`src/rtl/irq_prio_pkg.sv`:
```
// Package: constants shared by the priority resolver and its checker.
// Assumes fields sit on byte-aligned slots, with slot 0 in the top byte.
package irq_prio_pkg;
    localparam int SLOT_BITS = 8;
    // Source slots that have no request wired: 11, 15, 30, 31
    localparam logic [31:0] DEFAULT_RSV = 32'hC000_8800;
    localparam int MIN_USABLE_LEVEL = 2;
endpackage

```
`src/rtl/irq_prio_regfile.sv`:
```
// Priority register bank: stores one LVL_W-bit field per source and serves
// word reads with the gap bits forced to zero.
// Assumes single-cycle writes and a combinational read of the addressed word.
module irq_prio_regfile
    import irq_prio_pkg::*;
#(
    parameter int NUM_REGS = 8,
    parameter int FPR      = 4,
    parameter int LVL_W    = 5,
    localparam int DATA_W  = FPR * SLOT_BITS,
    localparam int NUM_SRC = NUM_REGS * FPR,
    localparam int ADDR_W  = $clog2(NUM_REGS)
) (
    input  logic                     clk,
    input  logic                     rst_n,
    input  logic [ADDR_W-1:0]        reg_addr,
    input  logic                     reg_wr,
    input  logic [DATA_W-1:0]        reg_wdata,
    output logic [DATA_W-1:0]        reg_rdata,
    output logic [NUM_SRC*LVL_W-1:0] fields_flat
);
    logic [LVL_W-1:0]  fld_q   [NUM_SRC];
    logic [DATA_W-1:0] rd_word [NUM_REGS];

    // Purpose: reset all fields to zero, load the addressed register's slots on a write.
    always_ff @(posedge clk) begin
        if (!rst_n) begin
            for (int i = 0; i < NUM_SRC; i++) fld_q[i] <= '0;
        end else if (reg_wr) begin
            for (int r = 0; r < NUM_REGS; r++) begin
                if (reg_addr == ADDR_W'(r)) begin
                    for (int s = 0; s < FPR; s++)
                        fld_q[r*FPR+s] <= reg_wdata[(FPR-1-s)*SLOT_BITS +: LVL_W];
                end
            end
        end
    end

    genvar gr, gs;
    generate
        for (gr = 0; gr < NUM_REGS; gr++) begin : g_word
            // Purpose: assemble one register image with zero gap bits.
            always_comb begin
                rd_word[gr] = '0;
                for (int s = 0; s < FPR; s++)
                    rd_word[gr][(FPR-1-s)*SLOT_BITS +: LVL_W] = fld_q[gr*FPR+s];
            end
        end
        for (gs = 0; gs < NUM_SRC; gs++) begin : g_flat
            assign fields_flat[gs*LVL_W +: LVL_W] = fld_q[gs];
        end
    endgenerate

    // Purpose: select the addressed register image for the read port.
    assign reg_rdata = rd_word[reg_addr];
endmodule

```
`src/rtl/irq_prio_node.sv`:
```
// Comparison node: forwards the higher of two candidates. On equal levels the
// left input (lower source indices) is kept. Level 0 means no candidate.
module irq_prio_node #(
    parameter int LVL_W = 5,
    parameter int IDX_W = 5
) (
    input  logic [LVL_W-1:0] a_lvl,
    input  logic [IDX_W-1:0] a_idx,
    input  logic [LVL_W-1:0] b_lvl,
    input  logic [IDX_W-1:0] b_idx,
    output logic [LVL_W-1:0] o_lvl,
    output logic [IDX_W-1:0] o_idx
);
    // Purpose: pick the right input only when it is strictly higher.
    always_comb begin
        if (b_lvl > a_lvl) begin
            o_lvl = b_lvl;
            o_idx = b_idx;
        end else begin
            o_lvl = a_lvl;
            o_idx = a_idx;
        end
    end
endmodule

```
`src/rtl/irq_prio_tree.sv`:
```
// Combinational resolver: qualifies each source, then reduces the candidates
// through a binary tree of comparison nodes laid out as a heap.
// Assumes NUM_SRC is a power of two. Leaves are placed in index order, so
// left subtrees always hold the lower source indices.
module irq_prio_tree
    import irq_prio_pkg::*;
#(
    parameter int          NUM_SRC = 32,
    parameter int          LVL_W   = 5,
    parameter logic [31:0] RSV     = DEFAULT_RSV,
    localparam int         IDX_W   = $clog2(NUM_SRC),
    localparam int         NODES   = 2 * NUM_SRC - 1
) (
    input  logic [NUM_SRC-1:0]       req,
    input  logic [NUM_SRC*LVL_W-1:0] fields_flat,
    output logic [LVL_W-1:0]         best_lvl,
    output logic [IDX_W-1:0]         best_idx
);
    logic [LVL_W-1:0] n_lvl [NODES];
    logic [IDX_W-1:0] n_idx [NODES];

    genvar gi, gk;
    generate
        for (gi = 0; gi < NUM_SRC; gi++) begin : g_leaf
            logic [LVL_W-1:0] fld;
            assign fld = fields_flat[gi*LVL_W +: LVL_W];
            // Purpose: a leaf carries its level only if pending, unreserved and usable.
            always_comb begin
                if (req[gi] && !RSV[gi] && (fld >= LVL_W'(MIN_USABLE_LEVEL)))
                    n_lvl[NUM_SRC-1+gi] = fld;
                else
                    n_lvl[NUM_SRC-1+gi] = '0;
                n_idx[NUM_SRC-1+gi] = IDX_W'(gi);
            end
        end
        for (gk = 0; gk < NUM_SRC - 1; gk++) begin : g_node
            irq_prio_node #(.LVL_W(LVL_W), .IDX_W(IDX_W)) u_node (
                .a_lvl (n_lvl[2*gk+1]),
                .a_idx (n_idx[2*gk+1]),
                .b_lvl (n_lvl[2*gk+2]),
                .b_idx (n_idx[2*gk+2]),
                .o_lvl (n_lvl[gk]),
                .o_idx (n_idx[gk])
            );
        end
    endgenerate

    assign best_lvl = n_lvl[0];
    assign best_idx = n_idx[0];
endmodule

```
`src/rtl/irq_level_resolver.sv`:
```
// Top: priority register bank plus the resolver tree, with a registered
// output stage that also compares the winner against the current mask level.
// Assumes all inputs are synchronous to clk.
module irq_level_resolver
    import irq_prio_pkg::*;
#(
    parameter int          NUM_REGS = 8,
    parameter int          FPR      = 4,
    parameter int          LVL_W    = 5,
    parameter logic [31:0] RSV      = DEFAULT_RSV,
    localparam int         DATA_W   = FPR * SLOT_BITS,
    localparam int         NUM_SRC  = NUM_REGS * FPR,
    localparam int         ADDR_W   = $clog2(NUM_REGS),
    localparam int         IDX_W    = $clog2(NUM_SRC)
) (
    input  logic              clk,
    input  logic              rst_n,
    input  logic [ADDR_W-1:0] reg_addr,
    input  logic              reg_wr,
    input  logic [DATA_W-1:0] reg_wdata,
    output logic [DATA_W-1:0] reg_rdata,
    input  logic [NUM_SRC-1:0] irq_req,
    input  logic [LVL_W-1:0]  mask_level,
    output logic              win_valid,
    output logic [LVL_W-1:0]  win_level,
    output logic [IDX_W-1:0]  win_src,
    output logic              irq_out
);
    logic [NUM_SRC*LVL_W-1:0] fields_flat;
    logic [LVL_W-1:0]         best_lvl;
    logic [IDX_W-1:0]         best_idx;
    logic                     best_ok;

    irq_prio_regfile #(.NUM_REGS(NUM_REGS), .FPR(FPR), .LVL_W(LVL_W)) u_regs (
        .clk         (clk),
        .rst_n       (rst_n),
        .reg_addr    (reg_addr),
        .reg_wr      (reg_wr),
        .reg_wdata   (reg_wdata),
        .reg_rdata   (reg_rdata),
        .fields_flat (fields_flat)
    );

    irq_prio_tree #(.NUM_SRC(NUM_SRC), .LVL_W(LVL_W), .RSV(RSV)) u_tree (
        .req         (irq_req),
        .fields_flat (fields_flat),
        .best_lvl    (best_lvl),
        .best_idx    (best_idx)
    );

    assign best_ok = (best_lvl != '0);

    // Purpose: register the winner and the mask comparison.
    always_ff @(posedge clk) begin
        if (!rst_n) begin
            win_valid <= 1'b0;
            win_level <= '0;
            win_src   <= '0;
            irq_out   <= 1'b0;
        end else begin
            win_valid <= best_ok;
            win_level <= best_ok ? best_lvl : '0;
            win_src   <= best_ok ? best_idx : '0;
            irq_out   <= best_ok && (best_lvl > mask_level);
        end
    end
endmodule

```
`config.mk`:
```
export PLATFORM = sky130hd
export DESIGN_NAME = irq_level_resolver
export DESIGN_NICKNAME = d
export VERILOG_FILES = /design/src/rtl/irq_prio_pkg.sv /design/src/rtl/irq_prio_regfile.sv /design/src/rtl/irq_prio_node.sv /design/src/rtl/irq_prio_tree.sv /design/src/rtl/irq_level_resolver.sv
export SDC_FILE = /design/constraint.sdc
export NUM_CORES = 1
export LEC_CHECK = 0
export ABC_AREA = 1
export BUFFER_PORTS_ARGS = -buffer_cell sky130_fd_sc_hd__buf_2
export CAP_MARGIN = 30
export CORE_MARGIN = 3
export CORE_UTILIZATION = 59
export DETAILED_ROUTE_END_ITERATION = 6
export PLACE_DENSITY = 0.79
export SLEW_MARGIN = 20
export SYNTH_ARGS = -nofsm -noshare
export SYNTH_HDL_FRONTEND = slang
export SYNTH_SLANG_ARGS = --single-unit
```
`constraint.sdc`:
```
create_clock -name clk -period 8.3 [get_ports clk]
set_input_delay 0.83 -clock clk [delete_from_list [all_inputs] [get_ports clk]]
set_output_delay 0.83 -clock clk [all_outputs]
set_load 0.1 [all_outputs]
```
# --- Word level (Yosys, flattened, before mapping) ---
# Memories as Yosys holds them, arrays and structs flattened.
# Cells that the tools add are included.
op_classes:
  n_shift: 0
  bitwise_logic: 33
  muxes: 156
  addsub: 0
  n_reduce_logical: 32
  n_eq_ne: 7
  div: 0
  order_cmp: 60
  mul: 0
op_table:
  columns: ["operator", "count"]
  rows:
  - ["2-to-1 mux 5 bit", 91]
  - ["greater-or-equal comparator 5 x 2 -> 1 bit (second input constant)", 28]
  - ["greater-than comparator 5 bit", 28]
  - ["binary-select mux 32 bit (select 3 bit)", 1]
  - ["2-to-1 mux 32 bit", 2]
  - ["2-to-1 mux 1 bit", 48]
  - ["bitwise OR 1 bit", 32]
  - ["logical AND 1 bit", 29]
  - ["2-to-1 mux 2 bit", 8]
  - ["greater-than comparator 1 x 5 -> 1 bit (first input constant)", 3]
  - ["== test 3 bit (second input constant)", 4]
  - ["2-to-1 mux 3 bit", 4]
  - ["2-to-1 mux 4 bit", 2]
  - ["== test 3 x 2 -> 1 bit (second input constant)", 2]
  - ["nonzero test 5 bit", 1]
  - ["greater-or-equal comparator 4 bit (second input constant)", 1]
  - ["NOT 3 -> 4 bit", 1]
  - ["== test 3 x 1 -> 1 bit (second input constant)", 1]
  - ["zero test 3 bit", 1]
  - ["AND reduction 2 bit", 1]
word_totals:
  latchBits: 0
  ram_bits: 160
  rom_bits: 0
  memories: 1
  wordCells: 293
  in_bits: 75
  reg_bits: 12
memory_table:
  columns: ["memory", "words", "width", "read_ports", "rd_clocked_by_memory_dff", "wr", "line_no", "rtl"]
  rows:
  - ["u_regs.fld_q", 32, 5, 32, 0, 32, "irq_prio_regfile.sv:22", "logic [LVL_W-1:0] fld_q [NUM_SRC];"]

# --- Depth between registers and ports, before layout ---
# Gate-level depths: netlist (run 1).
# An unclocked memory read counts as a cell.
depth:
  depth_word: 16
  mapped_depth: 58
  depth_no_buf: 58

# --- Cells and area by module ---
# A second synthesis (run 1) with hierarchy kept.
unflattened:
  cells_unflattened: 3013
  area_unflattened_um2: 18445.2
modules_own_cells:
  columns: ["module", "seq_area_each_um2", "area_per_inst_um2", "cells_per_inst", "instances"]
  rows:
  - ["irq_prio_node", 0.0, 290.3, 56, 31]
  - ["irq_prio_regfile", 4804.6, 7403.4, 821, 1]
  - ["irq_prio_tree", 0.0, 1549.0, 394, 1]
  - ["irq_level_resolver", 240.2, 494.2, 62, 1]

# --- Least setup slack after synthesis (run 1) ---
# Ideal clock, no wire load.
synth_path:
  path_type: "input to register"
  from: "in irq_req[20]"
  to: "reg irq_out"
  required_ns: 8.181
  n_path_buf: 1
  path_slack_ns: 1.268
  path_stages: 53
  t_arrival_ns: 6.913
  path_cell_list: "nand2_1 nor2_1 inv_1 ha_1 nand2_1 inv_1 nand2_1 nand3_2 nand2_4 nand2_1 nand2_1 inv_1 ha_1 nand2_1 nor2_2 nand2_1 nand3_4 inv_4 [17 not listed] nand2_1 inv_1 nand3_1 and2_1 ha_1 a21oi_1 nor2_1 nor3b_1 o21ai_1 nand2_1 buf_4 nand3_2 nand2_2 ha_1 a21oi_1 o221ai_1 o21ai_0 nor2_2"
synth_via:
  elab_chain_cells: 14
  elab_cells_between_ends: 15
  classes_between: "6 x order compare; 6 x mux; 3 x reduce/logical"
synth_rtl:
  columns: ["element", "line_no", "rtl"]
  rows:
  - ["from (decl)", "irq_level_resolver.sv:22", "input logic [NUM_SRC-1:0] irq_req,"]
  - ["logical AND 1 bit *", "irq_prio_tree.sv:29", "if (req[gi] && !RSV[gi] && (fld >= LVL_W'(MIN_USABLE_LEVEL)))"]
  - ["2-to-1 mux 5 bit *", "irq_prio_tree.sv:29", null]
  - ["greater-than comparator 5 bit", "irq_prio_node.sv:16", "if (b_lvl > a_lvl) begin"]
  - ["2-to-1 mux 5 bit *", "irq_prio_node.sv:16", null]
  - ["greater-than comparator 5 bit", "irq_prio_node.sv:16", null]
  - ["2-to-1 mux 5 bit *", "irq_prio_node.sv:16", null]
  - ["greater-than comparator 5 bit", "irq_prio_node.sv:16", null]
  - ["2-to-1 mux 5 bit *", "irq_prio_node.sv:16", null]
  - ["greater-than comparator 5 bit", "irq_prio_node.sv:16", null]
  - ["2-to-1 mux 5 bit *", "irq_prio_node.sv:16", null]
  - ["greater-than comparator 5 bit", "irq_prio_node.sv:16", null]
  - ["2-to-1 mux 5 bit *", "irq_prio_node.sv:16", null]
  - ["named net best_lvl[2]", "irq_level_resolver.sv:30", "logic [LVL_W-1:0] best_lvl;"]
  - ["greater-than comparator 5 bit or nonzero test 5 bit (tied branches)", "irq_level_resolver.sv:64, irq_level_resolver.sv:51", null]
  - ["logical AND 1 bit *", "irq_level_resolver.sv:64", "irq_out <= best_ok && (best_lvl > mask_level);"]
  - ["to (signal assigned)", "irq_level_resolver.sv:64", null]
  - ["to (decl)", "irq_level_resolver.sv:27", "output logic irq_out"]
# The timed path passes the listed nets; every way through them passes the cells marked *.
# A chain may end at the register's enable or synchronous reset.

==> run metrics, run 1 <==
status=finished with violations; violated checks=design-rule violations; CTS root buf=clkbuf_16; remaining global-route overflow=0; first-pass GRT wire length=70.6 mm; CTS H-tree depth=4; Worst path max stage delay=410 ps; register area share after synthesis=34.5%; worst rel slew slack=35.0%; CP endpoint=irq_out; ANT nets after route=0; drt first pass iters=7; ant diodes=0; Synth Area in Compound Gates=7.68%; f_max=131 MHz; Worst-path clk slew=80 ps; vias in the first global route=13003; largest net degree at the start of global routing=38; Worst path top cell family by delay=simple AND/OR/NAND/NOR gates; worst slew pin tran=975 ps; Layout area overhead=12.8%; max_cap viols=0; DP HPWL=37.2 mm; Distinct cells, synth=45; Die Height=163 µm; R2R setup slack=640 ps; Rows=56; Worst Setup SP=u_regs.fld_q[0][42]; die width=163 µm; GR Layer Usage met2=54.9%; WL final=46.1 mm; Crit Path Max Fanout=9; Worst-Skew Late Latency=450 ps; met1 usage=48.6%; WP data arrival=8040 ps; post-synthesis xor/xnor area fraction=0%; CP Depth=54; vias per inst=5.62; synthesized cell area=14600 µm²; Synth area leader=edfxtp_1; I/O Pins=119; routed via count=14022; grt met3 use=8.37%; Max Buffers Root-to-Sink=2; Bufs and invs on worst path=8; CTS sink count=172; IO Port Bufs=90; crit path launch type=flip-flop; PnR worst setup slack=640 ps; most frequent CP cell=nand2_1; initial antenna violation count=2; placed instance area=15500 µm²; Avg WL per Cell=18.5 µm; share of layout cells above drive strength 1=14.5%; Final Hold Viols=0; final setup vio count=0; WHS=673 ps; CP max-delay cell=edfxtp_1; Ys Warns=0; global route hottest layer=met2; Synth Instances=2047; CTS tree=yes; FF-to-FF path depth=54; Yosys reg bits=172; fin crit period=7660 ps; top-area cell type share of the netlist area=32.9%; RR Startpoint=u_regs.fld_q[0][42]; Setup WS pre-CTS=8.42 ps; final RePlAce weighted congestion=0.988; Slew Viols, Final=0; GRT Total Usage=34.9%; core area=23900 µm²; largest family of logic cells by synthesized area=simple AND/OR/NAND/NOR gates; Worst Path Required=8680 ps; simple-gate share of the synthesized area=34.3%; Min-Delay Path Class=in -> reg; Final Cell Area=16500 µm²; mux share of post-synthesis cell area=0%; die area=26700 µm²; Syn Area/Cell=7.14 µm²; Synth Area in Adders=12.0%; period utilisation layout=92.3%; Clock Skew=14.2 ps; Remaining DRCs=5; worst r2r dst=irq_out; fin nets=2379; CP Class=reg -> reg; Layout fillers=2021; top cells by area, synth=edfxtp_1 33%, nand2_1 13%, ha_1 12%; Inserted Clock Buffers=17; DRT iter0 DRCs=1420; Setup crit end kind=flip-flop; initial cell density of the core=61.2%
==> registers in the layout, indices dropped and copies added (netlist names) <==
| signal | cells |
|---|---|
| win_valid | 1 |
| irq_out | 1 |
| win_src | 5 |
| win_level | 5 |
| u_regs.fld_q | 160 |
==> layout by cell type (no fill, tap or decap), drive strengths merged, types with 15 or more instances in the layout <==
cell	n
nand2	535
inv	396
nor2	285
nand3	235
edfxtp	160
ha	140
buf	131
o21ai	58
a21oi	44
and2	43
a221oi	18
nand4	17
clkbuf	17
o22ai	15
==> layout make-up <==
| class | count | area (µm²) | share of cell area [%] |
|---|---|---|---|
| multi-input combinational | 1453 | 8120 | 49.3 |
| sequential | 172 | 5040 | 30.6 |
| clock inverter | 15 | 210 | 1.28 |
| inverter | 389 | 1470 | 8.94 |
| timing repair buffer | 131 | 803 | 4.87 |
| tap | 319 | 399 | 2.42 |
| clock buffer | 17 | 425 | 2.58 |
==> Yosys cell counts, drive strengths merged <==
master	n
o2111ai	14
o211ai	2
or2	4
clkbuf	27
nor3b	1
a22oi	4
nand3b	3
nor3	1
nand2b	5
a221oi	18
buf	17
o21ai	58
o21bai	6
a32oi	4
a31oi	1
nand3	235
nand4	17
inv	387
o21a	3
o22ai	15
edfxtp	160
dfxtp	12
clkinv	2
o311ai	1
nand2	535
and2	43
a21oi	44
nor2	285
conb	1
o221ai	2
ha	140
==> repair_timing <==
item,in CTS,in global routing
gates resized for setup,0,50
hold buffers,0,0
setup buffers,0,21
endpoints found under the setup margin,0,10
==> tightest hold or removal path, cell delays in order <==
cell     delay (ps)
buf_2            80
nand2_1          60
inv_1            50
==> per-stage QoR <==
step	util [%]	TNS [ps]	std cells
after detailed placement	64.9	0	2441
after CTS	67.5	0	2473
after floorplan	-	0	2058
after global routing	69.0	-23.3	2496
after global placement	64.4	0	2432
final	69.0	0	2496
==> cell families after synthesis <==
kind of cell	count (synthesis)
and+or+nand+nor	1129
other	1
AOI/OAI and AO/OA	172
buffers and inverters	433
DFF	172
adders and majority gates	140
==> metal layers <==
layer  routed length (µm)  up-vias
met5                   10        -
met4                 1350        2
met3                 5310       79
met2                20400      691
met1                19100     6405
li1                     -     6845
==> how the worst min path moves through the flow <==
stage	endpoint	startpoint	slack [ps]	depth (start not counted)
after floorplan	win_level[0]	u_regs.fld_q[0][50]	890	6
after global placement	win_level[1]	u_regs.fld_q[1][61]	1100	8
after detailed placement	win_level[1]	u_regs.fld_q[1][61]	1100	8
after CTS	u_regs.fld_q[1][15]	reg_wdata[0]	670	3
after global routing	u_regs.fld_q[1][17]	reg_wdata[2]	710	3
final	u_regs.fld_q[1][15]	reg_wdata[0]	670	3
Power of run 1 is left out: the tool's default activity adds up to more than one toggle a clock period on the data nets, which glitch-free logic cannot reach.
==> run 2, diff against run 1 <==
--- a/config.mk
+++ b/config.mk
@@ -9,9 +9,9 @@
 export BUFFER_PORTS_ARGS = -buffer_cell sky130_fd_sc_hd__buf_2
 export CAP_MARGIN = 30
 export CORE_MARGIN = 3
-export CORE_UTILIZATION = 59
+export CORE_UTILIZATION = 56
 export DETAILED_ROUTE_END_ITERATION = 6
-export PLACE_DENSITY = 0.79
+export PLACE_DENSITY = 0.78
 export SLEW_MARGIN = 20
 export SYNTH_ARGS = -nofsm -noshare
 export SYNTH_HDL_FRONTEND = slang
==> constraint.sdc (replaced) <==
create_clock -name clk -period 6.86 [get_ports clk]
set_input_delay 0.686 -clock clk [delete_from_list [all_inputs] [get_ports clk]]
set_output_delay 0.686 -clock clk [all_outputs]
set_load 0.1 [all_outputs]
==> run 2 against run 1 <==
  * The flow now stops in 5_1_grt
  * Area after synthesis did not move
  * Synthesized cell count did not move
==> run metrics, run 2 <==
I/O Pins=119; largest net degree at the start of global routing=38; Die Height=168 µm; GRT Total Usage=100%; Log Error=[ERROR GRT-0232] Routing congestion too high. Check the congestion heatmap in the GUI.; Post-synth EDFFs=160; Inserted Clock Buffers=17; Setup WS pre-CTS=-910 ps; synthesized cell area=14600 µm²; Distinct cells, synth=45; count of hold-fix buffers inserted at cts=0; worst endpoint type=register input; placed instance area=19400 µm²; most instantiated cells after synthesis=513 x nand2_1, 372 x inv_1, 260 x nor2_1, 210 x nand3_1, 160 x edfxtp_1; Synth Instances=2047; Rows=58; Max Buffers Root-to-Sink=2; CTS H-tree depth=4; grt repair worst endpoint=irq_out$_SDFF_PN0_/D; CTS root buf=clkbuf_16; prevailing post-synth register cell=edfxtp_1; top-area cell type share of the netlist area=32.9%; remaining global-route overflow=2487; initial cell density of the core=57.5%; status=stopped before the end; Ys Warns=0; register area share after synthesis=34.5%; Post-synth ARST share=0%; Yosys reg bits=172; Cells after DPL=2963; top cells by area, synth=edfxtp_1 33%, nand2_1 13%, ha_1 12%; Syn Area/Cell=7.14 µm²; most common cell in the netlist=nand2_1; CTS sink count=172; IO Port Bufs=90; DP HPWL=42.2 mm; Exit stage=5_1_grt; final RePlAce weighted congestion=1.01; die width=168 µm; Synth area leader=edfxtp_1
[run 2: cell counts after synthesis]
Identical to the previous run, type by type.
[run 2: through the flow]
| stage | setup TNS [ps] | utilization, % | hold slack, ps |
|---|---|---|---|
| 2_1_floorplan | 0 | - | 877 |
| 3_5_place_dp | -7600 | 76.2 | 1010 |
| 3_3_place_gp | -3370 | 75.7 | 994 |
| 4_1_cts | -48.4 | 87.9 | 575 |
[run 2: layer usage]
layer	GRT usage, %	GRT overflow
met2	131	1913
met4	110	479
met5	53.7	0
met3	77.0	33
met1	89.1	62
[run 2: kinds of logic after synthesis]
logic type | after synthesis | synth area share [%]
fa+ha+maj | 140 | 12.0
simple gates | 1129 | 34.3
flops | 172 | 34.5
other cells | 1 | 0.0257
buf+inv | 433 | 11.5
compound gates | 172 | 7.68
[run 2: what timing repair did]
item                       in CTS
gates resized for setup       404
hold endpoints to repair        0
setup buffers                  88
setup endpoints to repair      12
pin swaps                     217
gates cloned                    0
==> run 3, diff against run 2 <==
--- a/config.mk
+++ b/config.mk
@@ -9,9 +9,9 @@
 export BUFFER_PORTS_ARGS = -buffer_cell sky130_fd_sc_hd__buf_2
 export CAP_MARGIN = 30
 export CORE_MARGIN = 3
-export CORE_UTILIZATION = 56
+export CORE_UTILIZATION = 40
 export DETAILED_ROUTE_END_ITERATION = 6
-export PLACE_DENSITY = 0.78
+export PLACE_DENSITY_LB_ADDON = 0.15
 export SLEW_MARGIN = 20
 export SYNTH_ARGS = -nofsm -noshare
 export SYNTH_HDL_FRONTEND = slang
==> constraint.sdc (replaced) <==
create_clock -name clk -period 8.9 [get_ports clk]
set_input_delay 0.89 -clock clk [delete_from_list [all_inputs] [get_ports clk]]
set_output_delay 0.89 -clock clk [all_outputs]
set_load 0.1 [all_outputs]
==> run 3 against run 2 <==
  * The run now ends clean
==> run metrics, run 3 (synthesis results as in run 1) <==
WL final=48.4 mm; largest registers in the final layout=u_regs.fld_q: 160 flops, win_level: 5 flops, win_src: 5 flops; crit path launch type=flip-flop; fin crit period=8150 ps; Worst-Skew Late Latency=440 ps; ANT nets after route=0; Slew Viols, Final=0; status=completed; worst rel slew slack=38.5%; RSZ-0062 raised after global routing=no; Worst Path Required=9230 ps; Clock Skew=13.4 ps; CTS H-tree depth=4; DRT iter0 DRCs=1002; Avg WL per Cell=18.5 µm; Rows=69; Die Height=197 µm; share of layout cells above drive strength 1=11.8%; IO Port Bufs=90; Inserted Clock Buffers=17; ant diodes=0; die width=197 µm; CP Class=reg -> reg; Layout area overhead=11.9%; CP max-delay cell=edfxtp_1; Worst-path clk slew=80 ps; setup TNS=0 ps; Final Hold Viols=0; largest net degree at the start of global routing=38; I/O Pins=119; vias in the first global route=13145; fin nets=2356; commonest non-fill, non-tap cell in the layout=nand2_1; routed via count=13614; final RePlAce weighted congestion=0.990; Max Buffers Root-to-Sink=2; Setup crit end kind=flip-flop; initial cell density of the core=40.8%; period utilisation layout=91.6%; CTS tree=yes; first-pass GRT wire length=73.3 mm; CTS sink count=172; Min-Delay Path Class=in -> reg; DP HPWL=40.2 mm; remaining global-route overflow=0; count of hold-fix buffers inserted at cts=0; vias per inst=5.21; GRT Total Usage=25.0%; CTS root buf=clkbuf_16; most frequent CP cell=nand2_1; initial antenna violation count=0; drt first pass iters=5; final setup vio count=0; WP data arrival=8480 ps; Worst path max stage delay=400 ps; core area=35800 µm²; number of flip-flops in the largest register=160; Remaining DRCs=0; worst slew pin tran=920 ps; f_max=123 MHz; die area=38900 µm²; most flop-heavy register=u_regs.fld_q; most frequent cells in the layout=513 x nand2_1, 372 x inv_1, 258 x nor2_1; WHS=765 ps; Crit Path Max Fanout=9; max_cap viols=0; # Post-CTS Setup Buffers=0
[run 3: layout make-up]
cell class	instances	area, µm²
Fill cell	3681	19500
Timing Repair Buffer	108	643
Clock inverter	15	218
Inverter	389	1470
Tap cell	461	577
Sequential cell	172	5040
Clock buffer	17	425
Multi-Input combinational cell	1453	7980
[run 3: routing by layer]
layer | up-vias | wire length, µm | global-route usage [%] | part of all wire, %
met3 | 63 | 3860 | 5.12 | 8.0
met5 | - | 0 | 0 | 0
met2 | 454 | 21600 | 40.5 | 45
met1 | 6315 | 21700 | 34.1 | 45
li1 | 6782 | - | - | -
met4 | 0 | 1200 | 6.84 | 2.5
[run 3: final timing paths]
kind | slack, ps | to | cells after the start | start
min | 770 | u_regs.fld_q[1][15] | 3 | reg_wdata[0]
max | 750 | irq_out | 55 | u_regs.fld_q[0][41]
min reg2reg | 1120 | win_level[1] | 8 | u_regs.fld_q[1][61]
max reg2reg | 750 | irq_out | 55 | u_regs.fld_q[0][41]
[run 3: critical path: cells and delay by family (launching register included)]
| family | cells | cell delay, ps |
|---|---|---|
| DFF | 1 | 400 |
| and+or+nand+nor | 33 | 4110 |
| adders and majority gates | 6 | 1590 |
| buffers and inverters | 8 | 840 |
| AOI/OAI and AO/OA | 8 | 1100 |
[run 3: repair_timing]
action | 4_1_cts | 5_1_grt
resized for setup | 0 | 2
endpoints found under the setup margin | 0 | 1
hold endpoints to repair | 0 | 0
[run 3: per-stage QoR]
step                setup WS (ps)  cells  utilization [%]  cell area, µm²
floorplan                    1810   2058                -           14700
global placement              567   2575             43.5           15600
detailed placement            402   2582             43.8           15700
CTS                           790   2614             45.6           16300
global route                 6.15   2615             45.6           16400
finish                        748   2615             45.6           16400
Power of run 3 is left out for the same reason.
